[config.mk]
export PLATFORM = sky130hd
export DESIGN_NAME = crcs_strip_check
export DESIGN_NICKNAME = d
export VERILOG_FILES = /design/src/rtl/crcs_pkg.sv /design/src/rtl/crcs_lane_calc.sv /design/src/rtl/crcs_tail_pick.sv /design/src/rtl/crcs_strip_check.sv
export SDC_FILE = /design/constraint.sdc
export NUM_CORES = 1
export LEC_CHECK = 0
export BUFFER_PORTS_ARGS = -buffer_cell sky130_fd_sc_hd__buf_2
export CAP_MARGIN = 25
export CELL_PAD_IN_SITES_DETAIL_PLACEMENT = 0
export CELL_PAD_IN_SITES_GLOBAL_PLACEMENT = 1
export CORE_UTILIZATION = 45
export DETAILED_ROUTE_END_ITERATION = 7
export PLACE_DENSITY_LB_ADDON = 0.1
export SETUP_SLACK_MARGIN = 0.02
export SYNTH_ARGS = -nofsm -noshare
export SYNTH_HDL_FRONTEND = slang
export SYNTH_SLANG_ARGS = --single-unit
[constraint.sdc]
create_clock -name clk -period 16.5 [get_ports clk]
set_input_delay 0.825 -clock clk [delete_from_list [all_inputs] [get_ports clk]]
set_output_delay 0.825 -clock clk [all_outputs]
set_load 0.005 [all_outputs]
[src/rtl/crcs_pkg.sv]
// Package: CRC-32 helpers shared by the checker datapath.
// Assumes generator 0x04C11DB7, shifted most significant bit first.
package crcs_pkg;

    localparam logic [31:0] CRC_POLY = 32'h04C1_1DB7;

    // Mirror the bit order of one byte.
    function automatic logic [7:0] rev8(input logic [7:0] b);
        logic [7:0] r;
        for (int i = 0; i < 8; i++) r[i] = b[7-i];
        return r;
    endfunction

    // Advance the CRC register by one byte, MSB first.
    function automatic logic [31:0] step8(input logic [31:0] c, input logic [7:0] b);
        logic [31:0] r;
        logic        fb;
        r = c;
        for (int i = 7; i >= 0; i--) begin
            fb = r[31] ^ b[i];
            r  = {r[30:0], 1'b0} ^ (fb ? CRC_POLY : 32'h0);
        end
        return r;
    endfunction

    // Apply the optional result transforms: per-byte mirror, then inversion.
    function automatic logic [31:0] crc_finish(input logic [31:0] c, input bit rev, input bit comp);
        logic [31:0] r;
        r = c;
        if (rev) for (int j = 0; j < 4; j++) r[8*j +: 8] = rev8(c[8*j +: 8]);
        if (comp) r = ~r;
        return r;
    endfunction

endpackage

[src/rtl/crcs_lane_calc.sv]
// Folds lanes 0..last_idx of one beat into a CRC seed, lane 0 first.
// Assumes lane 0 is the most significant byte of data.
module crcs_lane_calc #(
    parameter int unsigned NB        = 4,
    parameter int unsigned RW        = 2,
    parameter bit          REV_DATA  = 1'b0,
    parameter bit          COMP_DATA = 1'b0
) (
    input  logic [31:0]     seed,
    input  logic [8*NB-1:0] data,
    input  logic [RW-1:0]   last_idx,
    output logic [31:0]     crc_out
);
    import crcs_pkg::*;

    // Serial byte fold, unrolled across the lanes of the beat.
    always_comb begin
        logic [31:0] c;
        logic [7:0]  b;
        c = seed;
        for (int j = 0; j < int'(NB); j++) begin
            b = data[8*NB-1-8*j -: 8];
            if (COMP_DATA) b = ~b;
            if (REV_DATA)  b = rev8(b);
            if (j <= int'(last_idx)) c = step8(c, b);
        end
        crc_out = c;
    end
endmodule

[src/rtl/crcs_tail_pick.sv]
// Extracts four consecutive bytes from a two-beat window starting at byte 'first'.
// Assumes first + 3 stays inside the window; byte 0 is the top of the window.
module crcs_tail_pick #(
    parameter int unsigned NB = 4,
    parameter int unsigned RW = 2
) (
    input  logic [16*NB-1:0] window,
    input  logic [RW:0]      first,
    output logic [31:0]      tail
);
    logic [16*NB-1:0] shifted;

    // Left-align the chosen byte, then take the top four bytes.
    always_comb begin
        shifted = window << {first, 3'b000};
        tail    = shifted[16*NB-1 -: 32];
    end
endmodule

[src/rtl/crcs_strip_check.sv]
// Receive-side CRC checker that strips the four trailing check bytes.
// One upstream beat is held back so end-of-frame can be moved onto the
// last payload byte; the CRC is folded in as beats leave the hold stage.
// Assumes every frame has at least one payload byte.
module crcs_strip_check #(
    parameter int unsigned DATA_W    = 32,
    parameter logic [31:0] CRC_INIT  = 32'hFFFF_FFFF,
    parameter bit          REV_DATA  = 1'b0,
    parameter bit          COMP_DATA = 1'b0,
    parameter bit          REV_CRC   = 1'b0,
    parameter bit          COMP_CRC  = 1'b0,
    localparam int unsigned NB       = DATA_W / 8,
    localparam int unsigned RW       = $clog2(NB)
) (
    input  logic              clk,
    input  logic              rst_n,
    input  logic [DATA_W-1:0] in_data,
    input  logic [RW-1:0]     in_rem,
    input  logic              in_sof_n,
    input  logic              in_eof_n,
    input  logic              in_src_rdy_n,
    output logic              in_dst_rdy_n,
    output logic [DATA_W-1:0] out_data,
    output logic [RW-1:0]     out_rem,
    output logic              out_sof_n,
    output logic              out_eof_n,
    output logic              out_src_rdy_n,
    input  logic              out_dst_rdy_n,
    output logic              chk_strobe,
    output logic              chk_fail_n
);
    import crcs_pkg::*;

    localparam logic [RW-1:0] LAST_LANE = RW'(NB - 1);
    localparam logic [RW-1:0] SPILL_OFS = RW'(NB - 4);
    localparam logic [RW-1:0] FOUR      = RW'(4);

    logic              adv, take, x_eof, x_small, strip, move_h, move_eof;
    logic [RW:0]       x_nb, tail_at;
    logic [RW-1:0]     pay_last;
    logic              h_vld, h_fin, h_sof;
    logic [DATA_W-1:0] h_data, h_masked;
    logic [RW-1:0]     h_rem;
    logic              o_vld;
    logic [31:0]       run_crc, base_crc, new_crc, rx_tail, want;

    assign in_dst_rdy_n  = out_dst_rdy_n;
    assign out_src_rdy_n = ~o_vld;

    // Decide what moves this cycle and where the payload of the held beat ends.
    always_comb begin
        adv      = ~out_dst_rdy_n;
        take     = adv & ~in_src_rdy_n;
        x_eof    = ~in_eof_n;
        x_nb     = {1'b0, in_rem} + (RW+1)'(1);
        x_small  = x_nb <= (RW+1)'(4);
        strip    = take & x_eof & x_small & h_vld & ~h_fin;
        move_h   = adv & h_vld & (h_fin | take);
        move_eof = move_h & (h_fin | strip);
        if (h_fin)      pay_last = h_rem;
        else if (strip) pay_last = in_rem + SPILL_OFS;
        else            pay_last = LAST_LANE;
        base_crc = h_sof ? CRC_INIT : run_crc;
        tail_at  = {1'b0, pay_last} + (RW+1)'(1);
        want     = crc_finish(new_crc, REV_CRC, COMP_CRC);
    end

    // Clear the lanes after the last payload byte of the held beat.
    always_comb begin
        h_masked = h_data;
        for (int j = 0; j < int'(NB); j++)
            if (j > int'(pay_last)) h_masked[DATA_W-1-8*j -: 8] = 8'h00;
    end

    crcs_lane_calc #(
        .NB(NB), .RW(RW), .REV_DATA(REV_DATA), .COMP_DATA(COMP_DATA)
    ) u_calc (
        .seed(base_crc), .data(h_data), .last_idx(pay_last), .crc_out(new_crc)
    );

    crcs_tail_pick #(.NB(NB), .RW(RW)) u_tail (
        .window({h_data, in_data}), .first(tail_at), .tail(rx_tail)
    );

    // Hold stage: keeps one beat back until its role in the frame is known.
    always_ff @(posedge clk) begin
        if (!rst_n) begin
            h_vld  <= 1'b0;
            h_fin  <= 1'b0;
            h_sof  <= 1'b0;
            h_rem  <= '0;
            h_data <= '0;
        end else if (take && !strip) begin
            h_vld  <= 1'b1;
            h_data <= in_data;
            h_sof  <= ~in_sof_n;
            h_fin  <= x_eof;
            h_rem  <= x_eof ? in_rem - FOUR : in_rem;
        end else if (move_h) begin
            h_vld  <= 1'b0;
        end
    end

    // Running CRC over payload that has already left the hold stage.
    always_ff @(posedge clk) begin
        if (!rst_n)      run_crc <= CRC_INIT;
        else if (move_h) run_crc <= new_crc;
    end

    // Output stage and check report, advanced only when downstream accepts.
    always_ff @(posedge clk) begin
        if (!rst_n) begin
            o_vld      <= 1'b0;
            out_data   <= '0;
            out_rem    <= '0;
            out_sof_n  <= 1'b1;
            out_eof_n  <= 1'b1;
            chk_strobe <= 1'b0;
            chk_fail_n <= 1'b1;
        end else if (adv) begin
            o_vld      <= move_h;
            chk_strobe <= move_eof;
            if (move_h) begin
                out_data  <= h_masked;
                out_rem   <= pay_last;
                out_sof_n <= ~h_sof;
                out_eof_n <= ~move_eof;
            end
            if (move_eof) chk_fail_n <= (want == rx_tail);
        end else begin
            chk_strobe <= 1'b0;
        end
    end
endmodule

**After elaboration in Yosys (flattened, before gate mapping)**

Index checks and enable logic that the tools add are counted.
Widths: inputs -> output; s select.

- Register bits: 108
- Bits in latches: 0
- RAM bits: 0
- Memory bits (read-only): 0
- Output and inout bits: 40
- Word-level logic and storage cells: 156
- Memories: 0

- $add $sub $neg: 2
- Multiply operators: 0
- Div/mod/pow operators: 0
- $lt $le $gt $ge: 7
- Eq/ne operators: 1
- Shift operators: 1
- Muxes and demuxes: 43
- Bitwise gates (word level): 83
- Reductions and logical operators: 6

Operator list:

| kind | count |
|---|---|
| $xor 32x32->32 | 32 |
| $mux 27 | 32 |
| $mux 32 | 4 |
| $shl 64x6->64 | 1 |
| $eq 32x32->1 | 1 |
| $xor 1x1->1 | 32 |
| $mux 8 | 3 |
| $not 1->1 | 9 |
| $and 1x1->1 | 8 |
| $add 2x1->3 const B | 2 |
| $gt 2x2->1 const A | 2 |
| $le 2x2->1 const A | 2 |
| $mux 2 | 2 |
| $reduce_and 2->1 | 2 |
| $le 3x3->1 const B | 1 |
| $gt 1x2->1 const A | 1 |
| $le 1x2->1 const A | 1 |
| $mux 1 | 2 |
| $or 1x1->1 | 2 |
| $reduce_bool 2->1 | 1 |
| $reduce_or 2->1 | 1 |
| $logic_and 1x1->1 | 1 |
| $logic_not 1->1 | 1 |

**Longest topological paths before layout**

Gate-level depths: netlist of the first run.

- Depth after elaboration: 101
- Mapped depth: 24

**Cells and area by module**

A second synthesis of the first run with hierarchy kept.

- Cell total of the unflattened synthesis: 1239
- Area total of the unflattened synthesis: 11125.7 sq um

Modules (own cells, without submodules):

| module | times used | cells each | area an instance (sq um) |
|---|---|---|---|
| crcs_lane_calc | 1 | 502 | 4921.0 |
| crcs_strip_check | 1 | 546 | 4639.4 |
| crcs_tail_pick | 1 | 191 | 1565.3 |

**Least setup slack after synthesis of the first run**

No wires, ideal clock.

- Path type: in2reg
- Start: input port out_dst_rdy_n
- End: register chk_fail_n
- Data arrival time: 6.180 ns
- Path slack: 10.236 ns
- Stages: 22
- Path buffers: 7
- Path through: nor2b_1 > a31oi_1 > clkbuf_1 > buf_1 > buf_1 > buf_1 > buf_1 > ha_1 > clkbuf_1 > inv_1 > clkbuf_1 > mux2i_1 > xnor2_1 > xnor2_1 > xnor2_1 > a21oi_1 > nor4b_1 > a41oi_1 > nor4_1 > nand4_1 > a2111o_1 > o31ai_2

- Longest elaborated chain between the ends: 35
- Elaborated cells between the ends (all ways): 71

Ends and longest elaborated chain:

| element | RTL line | text |
|---|---|---|
| start, declared | crcs_strip_check.sv:28 | `input logic out_dst_rdy_n,` |
| $not 1->1 (no line) (*) | n/a |  |
| $and 1x1->1 (*) | crcs_strip_check.sv:53 | `take = adv & ~in_src_rdy_n;` |
| $and 1x1->1 (*) (4 in a row) | crcs_strip_check.sv:57 | `strip = take & x_eof & x_small & h_vld & ~h_fin;` |
| $mux 2 (*) | crcs_strip_check.sv:61 | `else if (strip) pay_last = in_rem + SPILL_OFS;` |
| $mux 2 (*) | crcs_strip_check.sv:60 | `if (h_fin) pay_last = h_rem;` |
| net pay_last[0] | crcs_strip_check.sv:40 | `logic [RW-1:0] pay_last;` |
| $le 1x2->1 | crcs_lane_calc.sv:25 | `if (j <= int'(last_idx)) c = step8(c, b);` |
| $mux 32 | crcs_lane_calc.sv:25 |  |
| (+14 left out) | n/a |  |
| $xor 32x32->32 (3 in a row) | crcs_pkg.sv:21 | `r = {r[30:0], 1'b0} ^ (fb ? CRC_POLY : 32'h0);` |
| $xor 32x32->32 / $xor 1x1->1 (equally long branches) | crcs_pkg.sv:21, crcs_pkg.sv:20 |  |
| $xor 32x32->32 (tied with other cells) (2 in a row) | crcs_pkg.sv:21 |  |
| $xor 1x1->1 (tied with other cells) | crcs_pkg.sv:20 | `fb = r[31] ^ b[i];` |
| $mux 27 / $xor 32x32->32 (equally long branches) | crcs_pkg.sv:21 |  |
| $xor 32x32->32 | crcs_pkg.sv:21 |  |
| $mux 32 | crcs_lane_calc.sv:25 |  |
| $eq 32x32->1 (*) | crcs_strip_check.sv:129 | `if (move_eof) chk_fail_n <= (want == rx_tail);` |
| end signal, assigned | crcs_strip_check.sv:129 |  |
| end, declared | crcs_strip_check.sv:30 | `output logic chk_fail_n` |

Mark *: on every way through the listed nets, which the timed path passes. The rest lies on a longest branch.
A chain may end at the register's enable or synchronous reset.

**Worst setup path after layout of the first run**

- Start: input port out_dst_rdy_n
- End: register chk_fail_n

- Longest elaborated chain between the ends: 35
- Elaborated cells between the ends (all ways): 71

Ends and longest elaborated chain:

| element | RTL line |
|---|---|
| $not 1->1 (no line) (*) | n/a |
| $and 1x1->1 | crcs_strip_check.sv:53 |
| $and 1x1->1 (4 in a row) | crcs_strip_check.sv:57 |
| $mux 2 | crcs_strip_check.sv:61 |
| $mux 2 | crcs_strip_check.sv:60 |
| $le 1x2->1 | crcs_lane_calc.sv:25 |
| $mux 32 | crcs_lane_calc.sv:25 |
| $xor 1x1->1 / $xor 32x32->32 (equally long branches) | crcs_pkg.sv:20, crcs_pkg.sv:21 |
| (+13 left out) | n/a |
| $xor 32x32->32 (3 in a row) | crcs_pkg.sv:21 |
| $xor 32x32->32 / $xor 1x1->1 (equally long branches) | crcs_pkg.sv:21, crcs_pkg.sv:20 |
| $xor 32x32->32 (tied with other cells) (2 in a row) | crcs_pkg.sv:21 |
| $xor 1x1->1 (tied with other cells) | crcs_pkg.sv:20 |
| $mux 27 / $xor 32x32->32 (equally long branches) | crcs_pkg.sv:21 |
| $xor 32x32->32 | crcs_pkg.sv:21 |
| $mux 32 | crcs_lane_calc.sv:25 |
| $eq 32x32->1 | crcs_strip_check.sv:129 |

Mark *: on every way between the ends. The rest lies on a longest branch, timed or not.

==> results of run 1 <==
[metal layers]
metal	up-vias	share of wire, %
met3	70	5.7
li1	4799	-
met2	348	46
met5	-	0
met4	0	4.1
met1	4919	44
[synth_stat cells (3+ instances only)]
library cell and count:
o211a_1 5, xnor3_2 3, a21o_1 3, nand4_1 3
buf_1 15, buf_2 16, o21ai_2 3, nand2_1 189
nor2_2 4, and3_1 12, xnor2_4 5, xnor2_2 17
nand2b_1 4, o21a_1 5, xnor3_1 47, nand3_1 33
or3_1 4, o211ai_1 21, dfxtp_1 108, xor2_2 4
mux2_2 5, nor2b_1 19, xor3_1 9, nor2_1 116
a211oi_1 33, a31oi_1 8, and2_1 4, o21ai_0 35
mux2i_1 103, clkbuf_1 63, xnor2_1 224, o21ai_1 3
buf_6 3, inv_1 14, xor2_1 83, buf_4 8
ha_1 3, nor3_1 11, mux2i_4 3, a21oi_1 122
[stage by stage]
stage          util, %  area (um2)  setup WS, ns
6_report         49.22       12790         9.401
5_1_grt          49.22       12790         9.019
4_1_cts          49.22       12790         9.488
3_5_place_dp     48.01       12480         9.171
3_3_place_gp     48.01       12480         9.346
2_1_floorplan        -       11910         10.24
[worst paths after layout]
check             slack [ns]                   endpoint  cells after the start                      start
setup / recovery        9.40    chk_fail_n$_SDFFE_PN1P_                     20              out_dst_rdy_n
hold / removal          0.45  out_data[29]$_SDFFE_PN0P_                      2  out_data[29]$_SDFFE_PN0P_
hold reg to reg         0.45  out_data[29]$_SDFFE_PN0P_                      2  out_data[29]$_SDFFE_PN0P_
setup reg to reg        9.55    chk_fail_n$_SDFFE_PN1P_                     19         h_vld$_SDFFE_PN0P_
[cells by family (layout without fill, tap and decap cells)]
logic type,after synthesis,count (layout)
flops,108,108
simple gates,411,411
xor+xnor,393,393
fa+ha+maj,3,3
compound gates,264,264
buf+inv,121,133
mux,112,112
[flip-flops by register name (all words and copies together) (netlist names), 2 cells and up]
signal / count
h_data: 32
h_rem: 2
out_data: 32
out_rem: 2
run_crc: 32
[area by class of cell]
cell class,instances,share of cell area [%]
repair buffers,103,4.500
multi-input cells,1183,72.45
clock inverters,7,0.6946
inverters,14,0.4109
clock buffers,9,1.761
flip-flops and latches,108,16.90
well taps,335,3.277
[tightest hold or removal path: cells and delay by family (launching register included)]
kind             cells  cell delay [ns]
flip-flops           1             0.31
AO/OA/AOI/OAI        1             0.05
AND/OR/NAND/NOR      1             0.05
[cells in the final DEF (no fill, tap or decap), types with 5 or more instances in the layout]
cell,Yosys,layout
xnor2_1,224,224
nand2_1,189,189
a21oi_1,122,122
nor2_1,116,115
dfxtp_1,108,108
mux2i_1,103,103
xor2_1,83,83
buf_2,16,79
xnor3_1,47,47
o21ai_0,35,35
nand3_1,33,33
a211oi_1,33,33
buf_4,8,24
o211ai_1,21,21
nor2b_1,19,19
xnor2_2,17,17
inv_1,14,13
and3_1,12,12
nor3_1,11,11
xor3_1,9,9
clkbuf_16,0,9
a31oi_1,8,7
o21a_1,5,5
mux2_2,5,5
o211a_1,5,5
nor2_2,4,5
xnor2_4,5,5
==> impl_metrics.py, run 1 <==
metrics = {
    "worst_setup_path": {
        "ws_path_type": "input pin to flop",
        "critical_path_peak_fanout": 40,
        "crit_path_cell_trace": "buf_2, nor2b_1, nand2_1, o31ai_1, ha_1, buf_4, inv_1, nor2_1, a21oi_1, xnor2_1, xnor2_1, xnor3_1, a21oi_4, xnor2_1, xor3_1, xor2_1, nand4_1, o32ai_1, nand4_1, o31ai_2",
        "timing.critical_path.slowest_stage_cell": "xnor2_1",
        "cp_data_arrival_time_ns": 7.39,
        "cpPeakStageDelay_ns": 0.89,
        "critical-path-top-cell-by-count": "xnor2_1",
        "critPathBufInv": 3,
        "worst_setup_path_start_kind": "input pin",
        "cp_endpoint_kind": "flop",
        "critical-path-top-delay-family": "XOR/XNOR gates",
        "critPathRequiredTime_ns": 16.79,
    },
    "synth": {
        "yosysUniqueCellTypes": 75,
        "synth.yosys.seq_area_share_pct": 18.16,
        "syn-num-nets": 1455,
        "post_synth_edffs": 0,
        "synthesized_area_mm2": 0.01191,
        "postSynthCellCount": 1412,
        "synth-async-reset-ratio_pct": 0,
        "main_combinational_cell_family_by_area_after_synthesis": "XOR/XNOR gates",
        "synth_top_cells_by_area": "dfxtp_1 (18%), xnor2_1 (16%), xnor3_1 (8.9%)",
        "synth_seq_cells": 108,
        "fraction_of_the_mapped_netlist_area_in_compound_gates_pct": 13.95,
        "synth-warning-count": 0,
        "synth_top_area_share_pct": 18.16,
        "synth_largest_area_cell": "dfxtp_1",
        "synth_simple_gate_area_share_pct": 15.13,
        "synth_xor_xnor_area_share_pct": 38.12,
        "synthMuxAreaShare_pct": 9.887,
        "ys.flop_type": "dfxtp_1",
        "synth.avg_cell_area_um2": 8.434,
        "synth_adder_area_share_pct": 0.3152,
    },
    "clock_tree": {
        "cts_root_buffer_type": "clkbuf_16",
        "post_cts_buffers": 0,
        "cts-buffers-inserted": 9,
        "numClockSinks": 108,
        "cts_max_level": 3,
        "clock_insertion_delay_worst_skew_ns": 0.37,
        "clkSlewWorstSetupHoldPaths_ns": 0.09,
        "cts_tree": "done",
        "clock_path_buffers": 2,
        "cts.hold.buffers_added": 0,
        "cts_resized": 0,
    },
    "timing": {
        "period_needed_ns": 7.099,
        "fin_skew_ns": 0.01584,
        "finalSetupViolations": 0,
        "portion_of_the_clock_cycle_consumed_by_the_worst_path_in_the_final_layout_pct": 43.02,
        "maxSlewViolCount": 0,
        "final_setup_tns_ns": 0,
        "hold_violations": 0,
        "setup_repair_after_global_routing_missed_its_margin": "no",
        "holdWs_ns": 0.4547,
        "worst_slew_pin_slew_ns": 1.045,
        "slew_headroom_pct": 29.85,
        "fmaxAchievable_mhz": 140.9,
    },
    "place": {
        "dp_hpwl_um": 34700,
        "place.gp.congestion": 1.012,
        "port_buffers": 79,
        "dpl.cell_count": 1743,
    },
    "cells_and_area": {
        "regArea_mm2": 0.002162,
        "diodes": 0,
        "combined_area_of_the_multi_input_logic_cells_mm2": 0.009266,
        "syn_to_final_growth_pct": 7.397,
        "finalNonFillerCells": 1759,
        "layout.filler_cells": 2699,
        "design.final.nets": 1462,
        "post_route_cells_drive_above_1_share_pct": 12.92,
    },
    "global_routing": {
        "grt_start_max_net_pins": 75,
        "busiest_layer": "met2",
        "antenna_found_initial": 2,
        "grt_overflow": 0,
        "grt_pass1_vias": 9682,
        "gr-usage-met1_pct": 44.88,
        "grt_util_met2_pct": 53.15,
        "grtUsageTotal_pct": 33.31,
        "global_route_wire_length_before_repair_um": 64570,
        "groute.layer.met3.usage_pct": 4.822,
    },
    "routing": {
        "post_drt_via_cell_ratio": 5.762,
        "routed-via-count": 10136,
        "drt_iter0_markers": 898,
        "avgRoutedWirePerCell_um": 25.02,
        "drt_pre_antenna_iters": 5,
        "drt-total-wl_um": 44010,
        "detail_route.drc_violations": 0,
        "ant_nets": 0,
    },
    "die": {
        "placement_rows": 59,
        "core_area_mm2": 0.02598,
        "die-width_um": 164.7,
        "pin_count": 80,
        "die_y_um": 164.7,
        "die_area_mm2": 0.02712,
        "floorplan.initialDensity_pct": 45.83,
    },
    "outcome": {
        "outcome": "complete, no violations",
    },
    "hold_path": {
        "hp-class": "flop to flop",
    },
    "job": {
        "cap_violations": 0,
    },
}
Power of run 1 is left out: the tool's default activity adds up to more than one toggle a clock period on the data nets, which glitch-free logic cannot reach.
==> run 2, diff against run 1 <==
CORE_UTILIZATION = 43   (was 45)
clock period = 5.83 ns   (was 16.5 ns; I/O delays follow)
==> run 2 against run 1 <==
  * Final cell count rose by 6.1%
  * Final area rose by 7.3%
  * Worst hold slack got worse by 0.35 ns
  * Largest cell class unchanged
==> impl_metrics.py, run 2 (synthesis results as in run 1) <==
metrics = {
    "global_routing": {
        "antenna_found_initial": 0,
        "grt_start_max_net_pins": 78,
        "grt_overflow": 0,
        "grtUsageTotal_pct": 34.68,
        "grt_pass1_vias": 10456,
        "global_route_wire_length_before_repair_um": 70500,
    },
    "routing": {
        "detail_route.drc_violations": 0,
        "drt-total-wl_um": 48830,
        "ant_nets": 0,
        "avgRoutedWirePerCell_um": 26.15,
        "drt_pre_antenna_iters": 7,
        "post_drt_via_cell_ratio": 5.693,
        "routed-via-count": 10629,
        "drt_iter0_markers": 918,
    },
    "place": {
        "port_buffers": 79,
        "place.gp.congestion": 0.9887,
        "dp_hpwl_um": 39110,
    },
    "clock_tree": {
        "cts-buffers-inserted": 9,
        "clkSlewWorstSetupHoldPaths_ns": 0.09,
        "cts_max_level": 3,
        "cts.hold.buffers_added": 0,
        "clock_insertion_delay_worst_skew_ns": 0.38,
        "numClockSinks": 108,
        "clock_path_buffers": 2,
        "cts_tree": "done",
        "cts_root_buffer_type": "clkbuf_16",
    },
    "cells_and_area": {
        "post-route-util_pct": 50.76,
        "diodes": 0,
        "syn_to_final_growth_pct": 15.20,
        "layout_common_cells": "xnor2_1 (221), nand2_1 (189), a21oi_1 (122), buf_4 (122), nor2_1 (115)",
        "layout_commonest_cell": "xnor2_1",
        "design.final.nets": 1564,
        "layout.filler_cells": 2688,
        "reg_top3": "h_data (32), out_data (32), run_crc (32)",
        "post_route_cells_drive_above_1_share_pct": 19.86,
    },
    "timing": {
        "finalSetupViolations": 0,
        "setup_repair_after_global_routing_missed_its_margin": "yes",
        "fin_skew_ns": 0.01229,
        "hold_violations": 0,
        "slew_headroom_pct": 33.67,
        "period_needed_ns": 5.676,
        "worst_slew_pin_slew_ns": 0.9950,
        "fmaxAchievable_mhz": 176.2,
        "maxSlewViolCount": 0,
        "portion_of_the_clock_cycle_consumed_by_the_worst_path_in_the_final_layout_pct": 97.36,
    },
    "die": {
        "floorplan.initialDensity_pct": 44.06,
        "core_area_mm2": 0.02703,
        "die-width_um": 168.4,
        "placement_rows": 60,
        "die_area_mm2": 0.02837,
        "die_y_um": 168.4,
        "pin_count": 80,
    },
    "worst_setup_path": {
        "cp_data_arrival_time_ns": 5.96,
        "worst_setup_path_start_kind": "flop",
        "r2r_setup_slack_ns": 0.15,
        "critPathRequiredTime_ns": 6.12,
        "critical_path_peak_fanout": 6,
        "ws_path_type": "flop to flop",
        "cp_endpoint_kind": "flop",
    },
    "job": {
        "cap_violations": 0,
    },
    "outcome": {
        "outcome": "complete, no violations",
    },
    "hold_path": {
        "hp-class": "input pin to flop",
    },
}
-- run 2: cell types whose count changed in the layout (fill, tap and decap cells not counted), sizes merged --
cell,before,now
buf,103,205
inv,18,16
clkinv,3,5
-- run 2: worst paths after layout --
path / cells past startpoint / startpoint / end
worst max-delay path: 20 / h_data[28]$_SDFFE_PN0P_ / chk_fail_n$_SDFFE_PN1P_
worst min-delay path: 2 / in_sof_n / h_sof$_SDFFE_PN0P_
worst max register to register: 20 / h_data[28]$_SDFFE_PN0P_ / chk_fail_n$_SDFFE_PN1P_
worst min register to register: 2 / h_rem[1]$_SDFFE_PN0P_ / h_rem[1]$_SDFFE_PN0P_
-- run 2: cell type report --
type / count / area (um2) / area share (%)
multi-input cells: 1183 / 9365 / 68.26
flip-flops and latches: 108 / 2167 / 15.80
repair buffers: 205 / 1391 / 10.14
well taps: 341 / 426.7 / 3.110
clock buffers: 9 / 225.2 / 1.642
clock inverters: 7 / 91.34 / 0.6658
inverters: 14 / 52.55 / 0.3830
-- run 2: what timing repair did --
| action | CTS | global route |
|---|---|---|
| pin swaps | 1 | 3 |
| setup buffers | 2 | 2 |
| hold endpoints to repair | 0 | 0 |
| gates resized for setup | 0 | 21 |
| endpoints found under the setup margin | 2 | 3 |
-- run 2: through the flow --
stage | setup TNS (ns) | setup slack [ns] | cells | instance area (um2) | hold WS (ns)
after floorplan | 0 | 0.02835 | 1412 | 11910 | 0.3875
after global placement | -0.02493 | -0.02493 | 1846 | 13240 | 0.4373
after detailed placement | -0.1398 | -0.1398 | 1846 | 13240 | 0.4465
after CTS | 0 | 0.02338 | 1864 | 13580 | 0.09618
after global routing | -0.03214 | -0.03214 | 1867 | 13720 | 0.1075
final | 0 | 0.1538 | 1867 | 13720 | 0.1020
-- run 2: per-layer routing --
metal / up-vias / part of all wire [%] / track usage (%)
li1: 5006 / - / -
met1: 5127 / 44 / 45.75
met2: 395 / 45 / 55.58
met3: 101 / 5.9 / 4.678
met4: 0 / 5.0 / 17.27
met5: - / 0 / 0
-- run 2: worst max-delay path: stages, from the launching register on --
cell and delay, ns:
dfxtp_1 0.59, xor2_1 0.28, xnor3_1 0.47, buf_4 0.18, xor2_1 0.16, xnor3_1 0.31
a21oi_1 0.20, buf_4 0.18, xnor2_1 0.19, buf_4 0.22, xnor2_1 0.15, xnor3_1 0.29
a21oi_2 0.25, buf_4 0.21, xnor3_2 0.45, xnor2_2 0.25, xnor3_1 0.41, and2_0 0.16
a211oi_1 0.25, nand4_1 0.17, o31ai_2 0.20
Power of run 2 is left out for the same reason.
